<file path="src/rtl/mlspi_pkg.sv">
package mlspi_pkg;

    typedef enum logic [1:0] {
        MODE_LEGACY = 2'd0,
        MODE_ADV    = 2'd1,
        MODE_DUAL   = 2'd2,
        MODE_QUAD   = 2'd3
    } lane_mode_e;

    typedef enum logic [1:0] {
        S_IDLE,
        S_LOW,
        S_HIGH,
        S_TAIL
    } phase_e;

    localparam logic [1:0] A_CTRL  = 2'd0;
    localparam logic [1:0] A_DATA  = 2'd1;
    localparam logic [1:0] A_RXCNT = 2'd2;
    localparam logic [1:0] A_STAT  = 2'd3;

    function automatic logic is_hd(lane_mode_e m);
        return (m == MODE_DUAL) || (m == MODE_QUAD);
    endfunction

    function automatic logic [2:0] last_clk(lane_mode_e m);
        unique case (m)
            MODE_QUAD: return 3'd1;
            MODE_DUAL: return 3'd3;
            default:   return 3'd7;
        endcase
    endfunction

endpackage

</file>
<file path="src/rtl/mlspi_fifo.sv">
module mlspi_fifo #(
    parameter int W     = 8,
    parameter int DEPTH = 4,
    parameter int CW    = $clog2(DEPTH + 1)
) (
    input  logic          clk,
    input  logic          rst_n,
    input  logic          push,
    input  logic [W-1:0]  wdata,
    input  logic          pop,
    output logic [W-1:0]  rdata,
    output logic [CW-1:0] count,
    output logic          full,
    output logic          empty,
    input  logic          ovf_clr,
    output logic          ovf
);
    localparam int AW = (DEPTH > 1) ? $clog2(DEPTH) : 1;

    logic [W-1:0]  mem [DEPTH];
    logic [AW-1:0] wr_ptr, rd_ptr;
    logic          push_ok, pop_ok;

    assign full    = (count == CW'(DEPTH));
    assign empty   = (count == '0);
    assign push_ok = push && !full;
    assign pop_ok  = pop && !empty;
    assign rdata   = mem[rd_ptr];

    always_ff @(posedge clk) begin
        if (push_ok) mem[wr_ptr] <= wdata;
    end

    always_ff @(posedge clk or negedge rst_n) begin
        if (!rst_n) begin
            wr_ptr <= '0;
            rd_ptr <= '0;
            count  <= '0;
            ovf    <= 1'b0;
        end else begin
            if (push_ok) wr_ptr <= (wr_ptr == AW'(DEPTH - 1)) ? '0 : wr_ptr + 1'b1;
            if (pop_ok)  rd_ptr <= (rd_ptr == AW'(DEPTH - 1)) ? '0 : rd_ptr + 1'b1;
            count <= count + CW'(push_ok) - CW'(pop_ok);
            if (ovf_clr)             ovf <= 1'b0;
            else if (push && full)   ovf <= 1'b1;
        end
    end


    no_overflow_chk: assert property (@(posedge clk) disable iff (!rst_n)
        count <= CW'(DEPTH));


    ovf_flag_chk: assert property (@(posedge clk) disable iff (!rst_n)
        (push && full && !ovf_clr) |=> (ovf && $stable(count) || $past(pop)));

endmodule

</file>
<file path="src/rtl/mlspi_engine.sv">
module mlspi_engine
    import mlspi_pkg::*;
#(
    parameter int HALF_W = 8
) (
    input  logic              clk,
    input  logic              rst_n,
    input  lane_mode_e        cfg_mode,
    input  logic              cfg_tx,
    input  logic [HALF_W-1:0] cfg_half,
    input  logic              tx_empty,
    input  logic [7:0]        tx_data,
    output logic              tx_pop,
    input  logic              rxcnt_nz,
    output logic              rxcnt_dec,
    output logic              rx_push,
    output logic [7:0]        rx_data,
    output logic              busy,
    output logic              sck,
    output logic              cs_n,
    output logic [3:0]        dout,
    output logic [3:0]        oe,
    input  logic [3:0]        din
);
    phase_e            state_q, nxt;
    lane_mode_e        cur_mode, sel_mode;
    logic              cur_tx, sel_tx;
    logic [HALF_W-1:0] cur_half, half_eff, tmr_q;
    logic [2:0]        bitc_q;
    logic [7:0]        tx_sh, rx_sh;
    logic              from_tx_cfg, from_tx_cur, ld_from_tx;
    logic              start, more, tick, last, cap;
    logic              ld_idle, ld_cont, ld_any;

    assign from_tx_cfg = !(is_hd(cfg_mode) && !cfg_tx);
    assign from_tx_cur = !(is_hd(cur_mode) && !cur_tx);
    assign start       = from_tx_cfg ? !tx_empty : rxcnt_nz;
    assign more        = from_tx_cur ? !tx_empty : rxcnt_nz;
    assign half_eff    = (cfg_half == '0) ? HALF_W'(1) : cfg_half;
    assign tick        = (tmr_q == cur_half - 1'b1);
    assign last        = (bitc_q == last_clk(cur_mode));
    assign cap         = (cur_mode == MODE_LEGACY) || !cur_tx;
    assign ld_any      = ld_idle || ld_cont;
    assign ld_from_tx  = ld_idle ? from_tx_cfg : from_tx_cur;
    assign tx_pop      = ld_any && ld_from_tx;
    assign rxcnt_dec   = ld_any && !ld_from_tx;
    assign rx_data     = rx_sh;

    // state register
    always_ff @(posedge clk or negedge rst_n) begin
        if (!rst_n) state_q <= S_IDLE;
        else        state_q <= nxt;
    end

    // transitions
    always_comb begin
        nxt     = state_q;
        ld_idle = 1'b0;
        ld_cont = 1'b0;
        rx_push = 1'b0;
        unique case (state_q)
            S_IDLE: if (start) begin
                nxt     = S_LOW;
                ld_idle = 1'b1;
            end
            S_LOW:  if (tick) nxt = S_HIGH;
            S_HIGH: if (tick) begin
                if (last) begin
                    rx_push = cap;
                    if (more) begin
                        nxt     = S_LOW;
                        ld_cont = 1'b1;
                    end else begin
                        nxt = S_TAIL;
                    end
                end else begin
                    nxt = S_LOW;
                end
            end
            S_TAIL: if (tick) nxt = S_IDLE;
            default: nxt = S_IDLE;
        endcase
    end

    // datapath
    always_ff @(posedge clk or negedge rst_n) begin
        if (!rst_n) begin
            cur_mode <= MODE_LEGACY;
            cur_tx   <= 1'b0;
            cur_half <= HALF_W'(1);
            tmr_q    <= '0;
            bitc_q   <= '0;
            tx_sh    <= '0;
            rx_sh    <= '0;
        end else begin
            if (ld_idle) begin
                cur_mode <= cfg_mode;
                cur_tx   <= cfg_tx;
                cur_half <= half_eff;
            end
            if (ld_any || state_q == S_IDLE) tmr_q <= '0;
            else                             tmr_q <= tick ? '0 : tmr_q + 1'b1;
            if (ld_any) begin
                tx_sh  <= ld_from_tx ? tx_data : 8'h00;
                bitc_q <= '0;
            end else if (state_q == S_HIGH && tick && !last) begin
                bitc_q <= bitc_q + 1'b1;
                unique case (cur_mode)
                    MODE_QUAD: tx_sh <= {tx_sh[3:0], 4'b0};
                    MODE_DUAL: tx_sh <= {tx_sh[5:0], 2'b0};
                    default:   tx_sh <= {tx_sh[6:0], 1'b0};
                endcase
            end
            if (state_q == S_LOW && tick) begin
                unique case (cur_mode)
                    MODE_QUAD: rx_sh <= {rx_sh[3:0], din};
                    MODE_DUAL: rx_sh <= {rx_sh[5:0], din[1:0]};
                    default:   rx_sh <= {rx_sh[6:0], din[1]};
                endcase
            end
        end
    end

    // outputs
    always_comb begin
        busy     = (state_q != S_IDLE);
        sck      = (state_q == S_HIGH);
        cs_n     = (state_q == S_IDLE);
        sel_mode = busy ? cur_mode : cfg_mode;
        sel_tx   = busy ? cur_tx : cfg_tx;
        unique case (cur_mode)
            MODE_QUAD: dout = tx_sh[7:4];
            MODE_DUAL: dout = {2'b00, tx_sh[7:6]};
            default:   dout = {3'b000, tx_sh[7]};
        endcase
        unique case (sel_mode)
            MODE_QUAD: oe = sel_tx ? 4'b1111 : 4'b0000;
            MODE_DUAL: oe = sel_tx ? 4'b0011 : 4'b0000;
            default:   oe = 4'b0001;
        endcase
    end


    dout_rise_stable_chk: assert property (@(posedge clk) disable iff (!rst_n)
        $rose(sck) |-> $stable(dout));


    cs_release_chk: assert property (@(posedge clk) disable iff (!rst_n)
        $rose(cs_n) |-> !$past(sck));


    hd_rx_no_pop_chk: assert property (@(posedge clk) disable iff (!rst_n)
        (busy && is_hd(cur_mode) && !cur_tx) |-> !tx_pop);


    hd_rx_release_chk: assert property (@(posedge clk) disable iff (!rst_n)
        (busy && is_hd(cur_mode) && !cur_tx) |-> (oe == 4'b0000));


    half_bound_chk: assert property (@(posedge clk) disable iff (!rst_n)
        busy |-> (tmr_q < cur_half));

endmodule

</file>
<file path="src/rtl/mlspi_master.sv">
module mlspi_master
    import mlspi_pkg::*;
#(
    parameter int DEPTH  = 4,
    parameter int HALF_W = 8,
    parameter int DW     = 16
) (
    input  logic          clk,
    input  logic          rst_n,
    input  logic          bus_wr,
    input  logic          bus_rd,
    input  logic [1:0]    bus_addr,
    input  logic [DW-1:0] bus_wdata,
    output logic [DW-1:0] bus_rdata,
    output logic          spi_sck,
    output logic          spi_cs_n,
    output logic [3:0]    spi_dout,
    output logic [3:0]    spi_oe,
    input  logic [3:0]    spi_din
);
    localparam int CW = $clog2(DEPTH + 1);

    lane_mode_e        mode_q;
    logic              dir_tx_q;
    logic [HALF_W-1:0] half_q;
    logic [7:0]        rxcnt_q;
    logic              tx_push, tx_pop, tx_full, tx_empty, tx_ovf;
    logic              rx_push, rx_pop, rx_full, rx_empty, rx_ovf;
    logic [7:0]        tx_data, rx_wdata, rx_rdata;
    logic [CW-1:0]     tx_cnt, rx_cnt;
    logic              rxcnt_dec, busy, ovf_clr;

    assign tx_push = bus_wr && (bus_addr == A_DATA);
    assign rx_pop  = bus_rd && (bus_addr == A_DATA);
    assign ovf_clr = bus_wr && (bus_addr == A_STAT);

    always_ff @(posedge clk or negedge rst_n) begin
        if (!rst_n) begin
            mode_q   <= MODE_LEGACY;
            dir_tx_q <= 1'b0;
            half_q   <= HALF_W'(1);
            rxcnt_q  <= '0;
        end else begin
            if (bus_wr && bus_addr == A_CTRL) begin
                mode_q   <= lane_mode_e'(bus_wdata[1:0]);
                dir_tx_q <= bus_wdata[2];
                half_q   <= bus_wdata[8 +: HALF_W];
            end
            if (bus_wr && bus_addr == A_RXCNT) rxcnt_q <= bus_wdata[7:0];
            else if (rxcnt_dec)                rxcnt_q <= rxcnt_q - 1'b1;
        end
    end

    always_comb begin
        bus_rdata = '0;
        unique case (bus_addr)
            A_CTRL:  bus_rdata = DW'({half_q, 5'b0, dir_tx_q, mode_q});
            A_DATA:  bus_rdata = DW'(rx_rdata);
            A_RXCNT: bus_rdata = DW'(rxcnt_q);
            default: bus_rdata = DW'({busy, rx_ovf, tx_ovf, rx_cnt, tx_cnt});
        endcase
    end

    mlspi_fifo #(.W(8), .DEPTH(DEPTH), .CW(CW)) u_txq (
        .clk(clk), .rst_n(rst_n), .push(tx_push), .wdata(bus_wdata[7:0]),
        .pop(tx_pop), .rdata(tx_data), .count(tx_cnt), .full(tx_full),
        .empty(tx_empty), .ovf_clr(ovf_clr), .ovf(tx_ovf));

    mlspi_fifo #(.W(8), .DEPTH(DEPTH), .CW(CW)) u_rxq (
        .clk(clk), .rst_n(rst_n), .push(rx_push), .wdata(rx_wdata),
        .pop(rx_pop), .rdata(rx_rdata), .count(rx_cnt), .full(rx_full),
        .empty(rx_empty), .ovf_clr(ovf_clr), .ovf(rx_ovf));

    mlspi_engine #(.HALF_W(HALF_W)) u_eng (
        .clk(clk), .rst_n(rst_n), .cfg_mode(mode_q), .cfg_tx(dir_tx_q),
        .cfg_half(half_q), .tx_empty(tx_empty), .tx_data(tx_data),
        .tx_pop(tx_pop), .rxcnt_nz(rxcnt_q != '0), .rxcnt_dec(rxcnt_dec),
        .rx_push(rx_push), .rx_data(rx_wdata), .busy(busy), .sck(spi_sck),
        .cs_n(spi_cs_n), .dout(spi_dout), .oe(spi_oe), .din(spi_din));


    rxcnt_floor_chk: assert property (@(posedge clk) disable iff (!rst_n)
        rxcnt_dec |-> (rxcnt_q != '0));


    tx_full_drop_chk: assert property (@(posedge clk) disable iff (!rst_n)
        (tx_push && tx_full && !tx_pop) |=> (tx_cnt == CW'(DEPTH)));


    hd_tx_no_store_chk: assert property (@(posedge clk) disable iff (!rst_n)
        (busy && !spi_cs_n && spi_oe[1] && !rx_full) |-> !rx_push);

endmodule

</file>
<file path="config.mk">
export PLATFORM = sky130hd
export DESIGN_NAME = mlspi_master
export DESIGN_NICKNAME = d
export VERILOG_FILES = /design/src/rtl/mlspi_pkg.sv /design/src/rtl/mlspi_fifo.sv /design/src/rtl/mlspi_engine.sv /design/src/rtl/mlspi_master.sv
export SDC_FILE = /design/constraint.sdc
export NUM_CORES = 1
export LEC_CHECK = 0
export CELL_PAD_IN_SITES_DETAIL_PLACEMENT = 0
export CELL_PAD_IN_SITES_GLOBAL_PLACEMENT = 1
export CORE_MARGIN = 2
export CORE_UTILIZATION = 30
export CTS_BUF_LIST = sky130_fd_sc_hd__clkbuf_2 sky130_fd_sc_hd__clkbuf_4 sky130_fd_sc_hd__clkbuf_8
export DETAILED_ROUTE_END_ITERATION = 7
export DONT_BUFFER_PORTS = 1
export MAX_ROUTING_LAYER = met4
export PLACE_DENSITY = 0.55
export REMOVE_ABC_BUFFERS = 1
export SYNTH_ARGS = -nofsm -noshare
export SYNTH_HDL_FRONTEND = slang
export SYNTH_HIERARCHICAL = 1
export SYNTH_SLANG_ARGS = --single-unit
</file>
<file path="constraint.sdc">
create_clock -name clk -period 3.4 [get_ports clk]
set_input_delay 0.34 -clock clk [delete_from_list [all_inputs] [get_ports clk]]
set_output_delay 0.34 -clock clk [all_outputs]
set_load 0.02 [all_outputs]
</file>
==> results of run 1 <==
==> worst register-to-register path: stages (launching register included) <==
cell,delay (ns)
dfrtp_1,0.41
inv_2,0.09
ha_4,0.13
or3b_4,0.40
o31a_1,0.32
o2111a_1,0.25
o211a_4,0.15
a31o_1,0.23
o31ai_2,0.07
inv_1,0.07
ha_1,0.27
inv_1,0.04
ha_2,0.17
fa_2,0.35
xor2_1,0.18
xnor2_1,0.13
==> power groups by stage <==
| stage | clock, W | combinational, W | sequential, W |
|---|---|---|---|
| after global placement | 0 | 0.00254 | 0.00268 |
| after CTS | 0.00138 | 0.00288 | 0.00267 |
| after floorplan | 0 | 0.00171 | 0.00263 |
| after detailed placement | 0 | 0.00260 | 0.00269 |
| after global routing | 0.00146 | 0.00328 | 0.00275 |
| final | 0.00134 | 0.00297 | 0.00266 |
==> area by class of cell <==
type	instances	area [um^2]
fill	2234	14750
tap	319	399.1
clock buffer	17	234.0
timing repair buffer	80	643.1
inverter	27	101.3
multi-input combinational	387	3242
clock inverter	15	157.7
sequential	139	3802
==> registers in the layout, summed over array words and instances, names as in the netlist, 3 cells and up <==
| name | flops |
|---|---|
| u_rxq/mem | 32 |
| u_txq/mem | 32 |
| half_q | 8 |
| rxcnt_q | 8 |
| u_eng/cur_half | 8 |
| u_eng/rx_data | 8 |
| u_eng/tmr_q | 8 |
| u_eng/tx_sh | 8 |
| u_eng/bitc_q | 3 |
| u_rxq/count | 3 |
| u_txq/count | 3 |
==> per-layer routing <==
metal / vias to the layer above / global-route usage / wire length (um)
met5: - / - / 0
met3: 20 / 0.04079 / 706
met1: 2425 / 0.1845 / 7878
li1: 2270 / - / -
met4: 0 / 0.03983 / 198
met2: 72 / 0.2404 / 8428
==> worst paths after layout <==
path | from | endpoint
max in group asynchronous | rst_n | half_q[0]$_DFFE_PN1P_
worst max-delay path | u_eng/cur_half[1]$_DFFE_PN0P_ | u_txq/count[2]$_DFF_PN0_
worst min register to register | u_rxq/ovf$_DFFE_PN0P_ | u_rxq/ovf$_DFFE_PN0P_
worst min-delay path | bus_wdata[7] | rxcnt_q[7]$_DFFE_PN0P_
min in group asynchronous | rst_n | u_eng/tx_sh[6]$_DFFE_PN0P_
worst max register to register | u_eng/cur_half[1]$_DFFE_PN0P_ | u_txq/count[2]$_DFF_PN0_
==> timing repair <==
action	4_1_cts	5_1_grt
hold endpoints to repair	109	0
hold buffers	10	0
buffers inserted	17	6
pin swaps	14	14
endpoints found under the setup margin	4	9
resized for setup	26	11
==> cells in the final DEF (no fill, tap or decap), types with 3 or more instances in the layout <==
| cell type | count |
|---|---|
| nand2b_1 | 9 |
| nor4bb_1 | 3 |
| clkbuf_8 | 17 |
| mux4_2 | 19 |
| a21oi_1 | 21 |
| o211ai_1 | 6 |
| mux2_2 | 21 |
| o31ai_1 | 3 |
| a22o_1 | 6 |
| clkinv_4 | 4 |
| inv_2 | 3 |
| or4_4 | 3 |
| mux2_4 | 8 |
| ha_1 | 15 |
| nand2_1 | 58 |
| xor2_1 | 13 |
| and3_1 | 22 |
| ha_4 | 3 |
| o22ai_1 | 3 |
| nor2_1 | 28 |
| or4_1 | 4 |
| nor2b_1 | 9 |
| buf_4 | 70 |
| xnor2_1 | 12 |
| dfrtp_1 | 72 |
| nor3_1 | 3 |
| o21ai_0 | 17 |
| inv_1 | 24 |
| edfxtp_1 | 64 |
| or3b_1 | 3 |
| a211o_1 | 10 |
| and2_1 | 12 |
| nand3_1 | 11 |
| mux2i_1 | 12 |
| dlygate4sd3_1 | 9 |
| inv_8 | 5 |
==> per-stage QoR <==
step | total power (W) | util | area [um^2] | setup slack (ns)
after floorplan | 0.004333 | - | 6959 | -0.3577
after global placement | 0.005221 | 0.3305 | 7711 | -0.08482
after detailed placement | 0.005293 | 0.3305 | 7711 | -0.2231
after CTS | 0.006929 | 0.3633 | 8476 | -0.02381
after global routing | 0.007480 | 0.3677 | 8579 | -0.08839
final | 0.006970 | 0.3677 | 8579 | 0.01948
==> impl_metrics.env, run 1 <==
export IMPL_clock_root_buffer="clkbuf_8"
export IMPL_hold_path_class="input port to flip-flop"
export IMPL_diodes=0
export IMPL_critPathBufInv=3
export IMPL_synth_area_um2=7087
export IMPL_ir_drop_uv=350.3
export IMPL_place_inst=919
export IMPL_required_ns=3.72
export IMPL_io_buffers=0
export IMPL_antenna_found_initial=0
export IMPL_worstSetupStartpointType="flip-flop"
export IMPL_syn_inst=582
export IMPL_die_area_um2=24870
export IMPL_fin_skew_ns=0.01457
export IMPL_die_width_um=157.7
export IMPL_power_share_sequential=0.382
export IMPL_cts_buffers=17
export IMPL_power_density_nw_per_um2=812.4
export IMPL_boundaryPins=52
export IMPL_worst_pin_slew_ns=0.6504
export IMPL_cap_violations=0
export IMPL_clock_sinks=139
export IMPL_dp_hpwl_um=12130
export IMPL_grt_overflow_total=0
export IMPL_status="complete, no violations"
export IMPL_rrSetupSlack_ns=0.02
export IMPL_grt_pass1_vias=4960
export IMPL_hold_viol=0
export IMPL_drv_slew=0
export IMPL_critPathArrivalTime_ns=3.70
export IMPL_hold_slack_ns=0.03269
export IMPL_hold_depth=2
export IMPL_slew_headroom=0.5677
export IMPL_wl_um=17210
export IMPL_crit_path_top_delay_cell="dfrtp_1"
export IMPL_cts_max_path_buffers=2
export IMPL_vias=4787
export IMPL_place_gp_congestion=0.7763
export IMPL_combPwrFrac=0.426
export IMPL_cpLargestDelayFamily="compound AO/OA/AOI/OAI gates"
export IMPL_start_util=0.3037
export IMPL_drt_iter0_drc=294
export IMPL_cpMostUsedCell="inv_1"
export IMPL_grt_pass1_wl_um=27370
export IMPL_route_antenna_remaining_nets=0
export IMPL_drc_errors=0
export IMPL_critical_path_depth=15
export IMPL_drive_above_1_share=0.2797
export IMPL_cpPeakStageDelay_ns=0.41
export IMPL_p_sw_frac=0.3900
export IMPL_r2r_cells=15
export IMPL_p_switching_w=0.002718
export IMPL_fin_nets=699
export IMPL_static_leakage_power_nw=3.562
export IMPL_grtUsageTotal=0.1488
export IMPL_internal_power_w=0.004251
export IMPL_setup_viol=0
export IMPL_clk_latency_ns=0.45
export IMPL_synth_warning_count=6
export IMPL_setup_tns_ns=0
export IMPL_row_count=56
export IMPL_fmax_mhz=295.8
export IMPL_cts_clk_slew_worst_paths_ns=0.09
export IMPL_syn_avg_cell_area_um2=12.18
export IMPL_fin_cells=984
export IMPL_cts_tree="done"
export IMPL_dr_pass1_iters=4
export IMPL_path_cells="inv_2 > ha_4 > or3b_4 > o31a_1 > o2111a_1 > o211a_4 > a31o_1 > o31ai_2 > inv_1 > ha_1 > inv_1 > ha_2 > fa_2 > xor2_1 > xnor2_1"
export IMPL_critPathKind="flip-flop to flip-flop"
export IMPL_area_delta_synth_final_pct=21.06
export IMPL_htreeDepth=4
export IMPL_power_frac_clock=0.192
export IMPL_crit_path_max_fanout=4
export IMPL_grt_start_max_net_pins=76
export IMPL_rsz0062_at_grt="true"
export IMPL_end_kind="flip-flop"
export IMPL_via_per_inst=4.865
export IMPL_die_h_um=157.7
export IMPL_min_period_over_period=0.9943
export IMPL_min_period_ns=3.381
export IMPL_fp_coreArea_um2=23330
export IMPL_wire_per_inst_um=17.49
No activity file was read; power rests on OpenSTA's default activity.
==> run 2, diff against run 1 <==
--- a/config.mk
+++ b/config.mk
@@ -7,9 +7,10 @@
 export LEC_CHECK = 0
 export CELL_PAD_IN_SITES_DETAIL_PLACEMENT = 0
 export CELL_PAD_IN_SITES_GLOBAL_PLACEMENT = 1
-export CORE_MARGIN = 2
+export CORE_MARGIN = 3
 export CORE_UTILIZATION = 30
 export CTS_BUF_LIST = sky130_fd_sc_hd__clkbuf_2 sky130_fd_sc_hd__clkbuf_4 sky130_fd_sc_hd__clkbuf_8
+export CTS_CLUSTER_SIZE = 28
 export DETAILED_ROUTE_END_ITERATION = 7
 export DONT_BUFFER_PORTS = 1
 export MAX_ROUTING_LAYER = met4
==> impl_metrics.env, run 2 (same netlist as run 1, synthesis figures left out) <==
export IMPL_worst_pin_slew_ns=0.6704
export IMPL_hold_depth=1
export IMPL_hold_path_class="input port to flip-flop"
export IMPL_final_common_cell="dfrtp_1"
export IMPL_setup_ws_ns=-0.03788
export IMPL_wire_per_inst_um=17.99
export IMPL_min_period_ns=3.438
export IMPL_fin_skew_ns=0.01561
export IMPL_hold_viol=0
export IMPL_clock_sinks=139
export IMPL_ir_drop_uv=366.4
export IMPL_drc_errors=0
export IMPL_p_switching_w=0.002725
export IMPL_row_count=55
export IMPL_cts_max_path_buffers=2
export IMPL_cap_violations=0
export IMPL_power_frac_clock=0.208
export IMPL_setup_tns_ns=-0.03788
export IMPL_htreeDepth=4
export IMPL_clock_root_buffer="clkbuf_8"
export IMPL_preCtsSetupSlack_ns=-0.2619
export IMPL_start_util=0.3093
export IMPL_critPathKind="flip-flop to flip-flop"
export IMPL_wl_um=17560
export IMPL_clk_latency_ns=0.46
export IMPL_grt_pass1_wl_um=27660
export IMPL_rrSetupSlack_ns=-0.04
export IMPL_fp_coreArea_um2=22920
export IMPL_drv_slew=0
export IMPL_via_per_inst=4.821
export IMPL_route_antenna_remaining_nets=0
export IMPL_crit_path_top_delay_cell="or4_4"
export IMPL_vias=4705
export IMPL_path_cells="buf_6 > or4_4 > buf_4 > or4_4 > o311ai_4 > nor2_4 > nor4b_4 > buf_4 > nand2_4 > ha_4 > inv_2 > ha_4 > fa_2 > xor2_1 > xnor2_1"
export IMPL_r2r_start="u_eng/cur_half[0]$_DFFE_PN1P_"
export IMPL_end_kind="flip-flop"
export IMPL_slew_headroom=0.5545
export IMPL_fillers=2224
export IMPL_rsz0062_at_grt="true"
export IMPL_die_h_um=159.7
export IMPL_cts_clk_slew_worst_paths_ns=0.10
export IMPL_status="finished with violations"
export IMPL_die_area_um2=25500
export IMPL_fmax_mhz=290.9
export IMPL_static_leakage_power_nw=3.572
export IMPL_min_period_over_period=1.011
export IMPL_cts_tree="done"
export IMPL_power_density_nw_per_um2=813.6
export IMPL_required_ns=3.75
export IMPL_place_gp_congestion=0.7938
export IMPL_die_width_um=159.7
export IMPL_power_w=0.006985
export IMPL_setup_viol=1
export IMPL_cpPeakStageDelay_ns=0.47
export IMPL_drive_above_1_share=0.2689
export IMPL_power_share_sequential=0.382
export IMPL_mostFrequentLayoutCells="dfrtp_1 (73), edfxtp_1 (64), buf_4 (63)"
export IMPL_grt_overflow_total=0
export IMPL_stdcell_area_um2=8586
export IMPL_r2r_cells=15
export IMPL_placed_cell_area_um2=7696
export IMPL_reg2reg_to="u_rxq/count[2]$_DFF_PN0_"
export IMPL_critPathArrivalTime_ns=3.79
export IMPL_drt_iter0_drc=200
export IMPL_dp_hpwl_um=12190
export IMPL_post_route_util=0.3747
export IMPL_fin_nets=696
export IMPL_boundaryPins=52
export IMPL_grtUsageTotal=0.1436
export IMPL_p_sw_frac=0.3901
export IMPL_grt_pass1_vias=4848
export IMPL_grt_start_max_net_pins=76
export IMPL_combPwrFrac=0.411
export IMPL_holdPathEnd="half_q[6]$_DFFE_PN0P_"
export IMPL_antenna_found_initial=1
export IMPL_violations="negative setup slack"
export IMPL_hp_start="bus_wdata[14]"
export IMPL_largestRegisters="u_rxq/mem: 32 flops, u_txq/mem: 32 flops"
export IMPL_area_delta_synth_final_pct=21.15
export IMPL_internal_power_w=0.004260
export IMPL_io_buffers=0
export IMPL_dr_pass1_iters=4
export IMPL_worstSetupStartpointType="flip-flop"
export IMPL_cts_buffers=17
export IMPL_crit_path_max_fanout=3
run 2: cell count changes in the layout (fill, tap and decap cells not counted), moves of 2 or more:
cell,previous run,this run
buf_4,70,63
clkinv_4,4,1
inv_6,2,5
buf_6,0,2
clkinv_8,0,2
dlygate4sd3_1,9,11
run 2: final cells by class:
type	instances	area [um^2]	share of cell area
diodes	1	2.502	0.0002915
multi-input cells	387	3224	0.3755
repair buffers	77	633.1	0.07374
flip-flops and latches	139	3801	0.4427
clock inverters	15	197.7	0.02303
well taps	313	391.6	0.04561
clock buffers	17	234.0	0.02725
inverters	27	101.3	0.01180
run 2: metrics by stage:
step | hold WS, ns | cells
6_report | 0.03605 | 976
5_1_grt | 0.008158 | 976
4_1_cts | 0.0004063 | 972
3_5_place_dp | 0.04829 | 912
3_3_place_gp | 0.04816 | 912
2_1_floorplan | 0.04441 | 553
run 2: routing by layer:
metal	share of wire	vias to the layer above	track usage
li1	-	2260	-
met1	0.45	2361	0.1825
met2	0.48	69	0.2285
met3	0.050	15	0.03554
met4	0.014	0	0.04218
met5	0	-	-
run 2: how the worst max path moves through the flow:
stage,depth (start not counted),startpoint,slack [ns],end
floorplan,14,u_eng/cur_half[1]$_DFFE_PN0P_,-0.36,u_rxq/count[2]$_DFF_PN0_
global placement,13,u_eng/cur_half[1]$_DFFE_PN0P_,-0.24,u_rxq/count[2]$_DFF_PN0_
detailed placement,15,u_eng/cur_half[1]$_DFFE_PN0P_,-0.26,u_rxq/count[2]$_DFF_PN0_
CTS,15,u_eng/cur_half[1]$_DFFE_PN0P_,-0.07,u_rxq/count[2]$_DFF_PN0_
global route,15,u_eng/cur_half[0]$_DFFE_PN1P_,-0.13,u_rxq/count[2]$_DFF_PN0_
finish,15,u_eng/cur_half[0]$_DFFE_PN1P_,-0.04,u_rxq/count[2]$_DFF_PN0_
run 2: power groups by stage:
stage	sequential (W)	combinational, W	clock (W)
2_1_floorplan	0.00263	0.00171	0
3_3_place_gp	0.00269	0.00254	0
3_5_place_dp	0.00270	0.00259	0
4_1_cts	0.00267	0.00279	0.00150
5_1_grt	0.00275	0.00316	0.00157
6_report	0.00267	0.00287	0.00145
run 2: repair_timing:
item                                    CTS  global route
endpoints found under the hold margin   116             1
gates resized for setup                  24            11
endpoints found under the setup margin    4             6
hold buffers                             11             1
pin swaps                                11            14
setup buffers                            17             4
run 2: critical path, delay by kind of cell (launching register included):
| kind | cells | cell delay [ns] |
|---|---|---|
| fa+ha+maj | 3 | 0.73 |
| buf+inv | 4 | 0.47 |
| compound gates | 1 | 0.11 |
| xor+xnor | 2 | 0.28 |
| simple gates | 5 | 1.34 |
| flops | 1 | 0.39 |
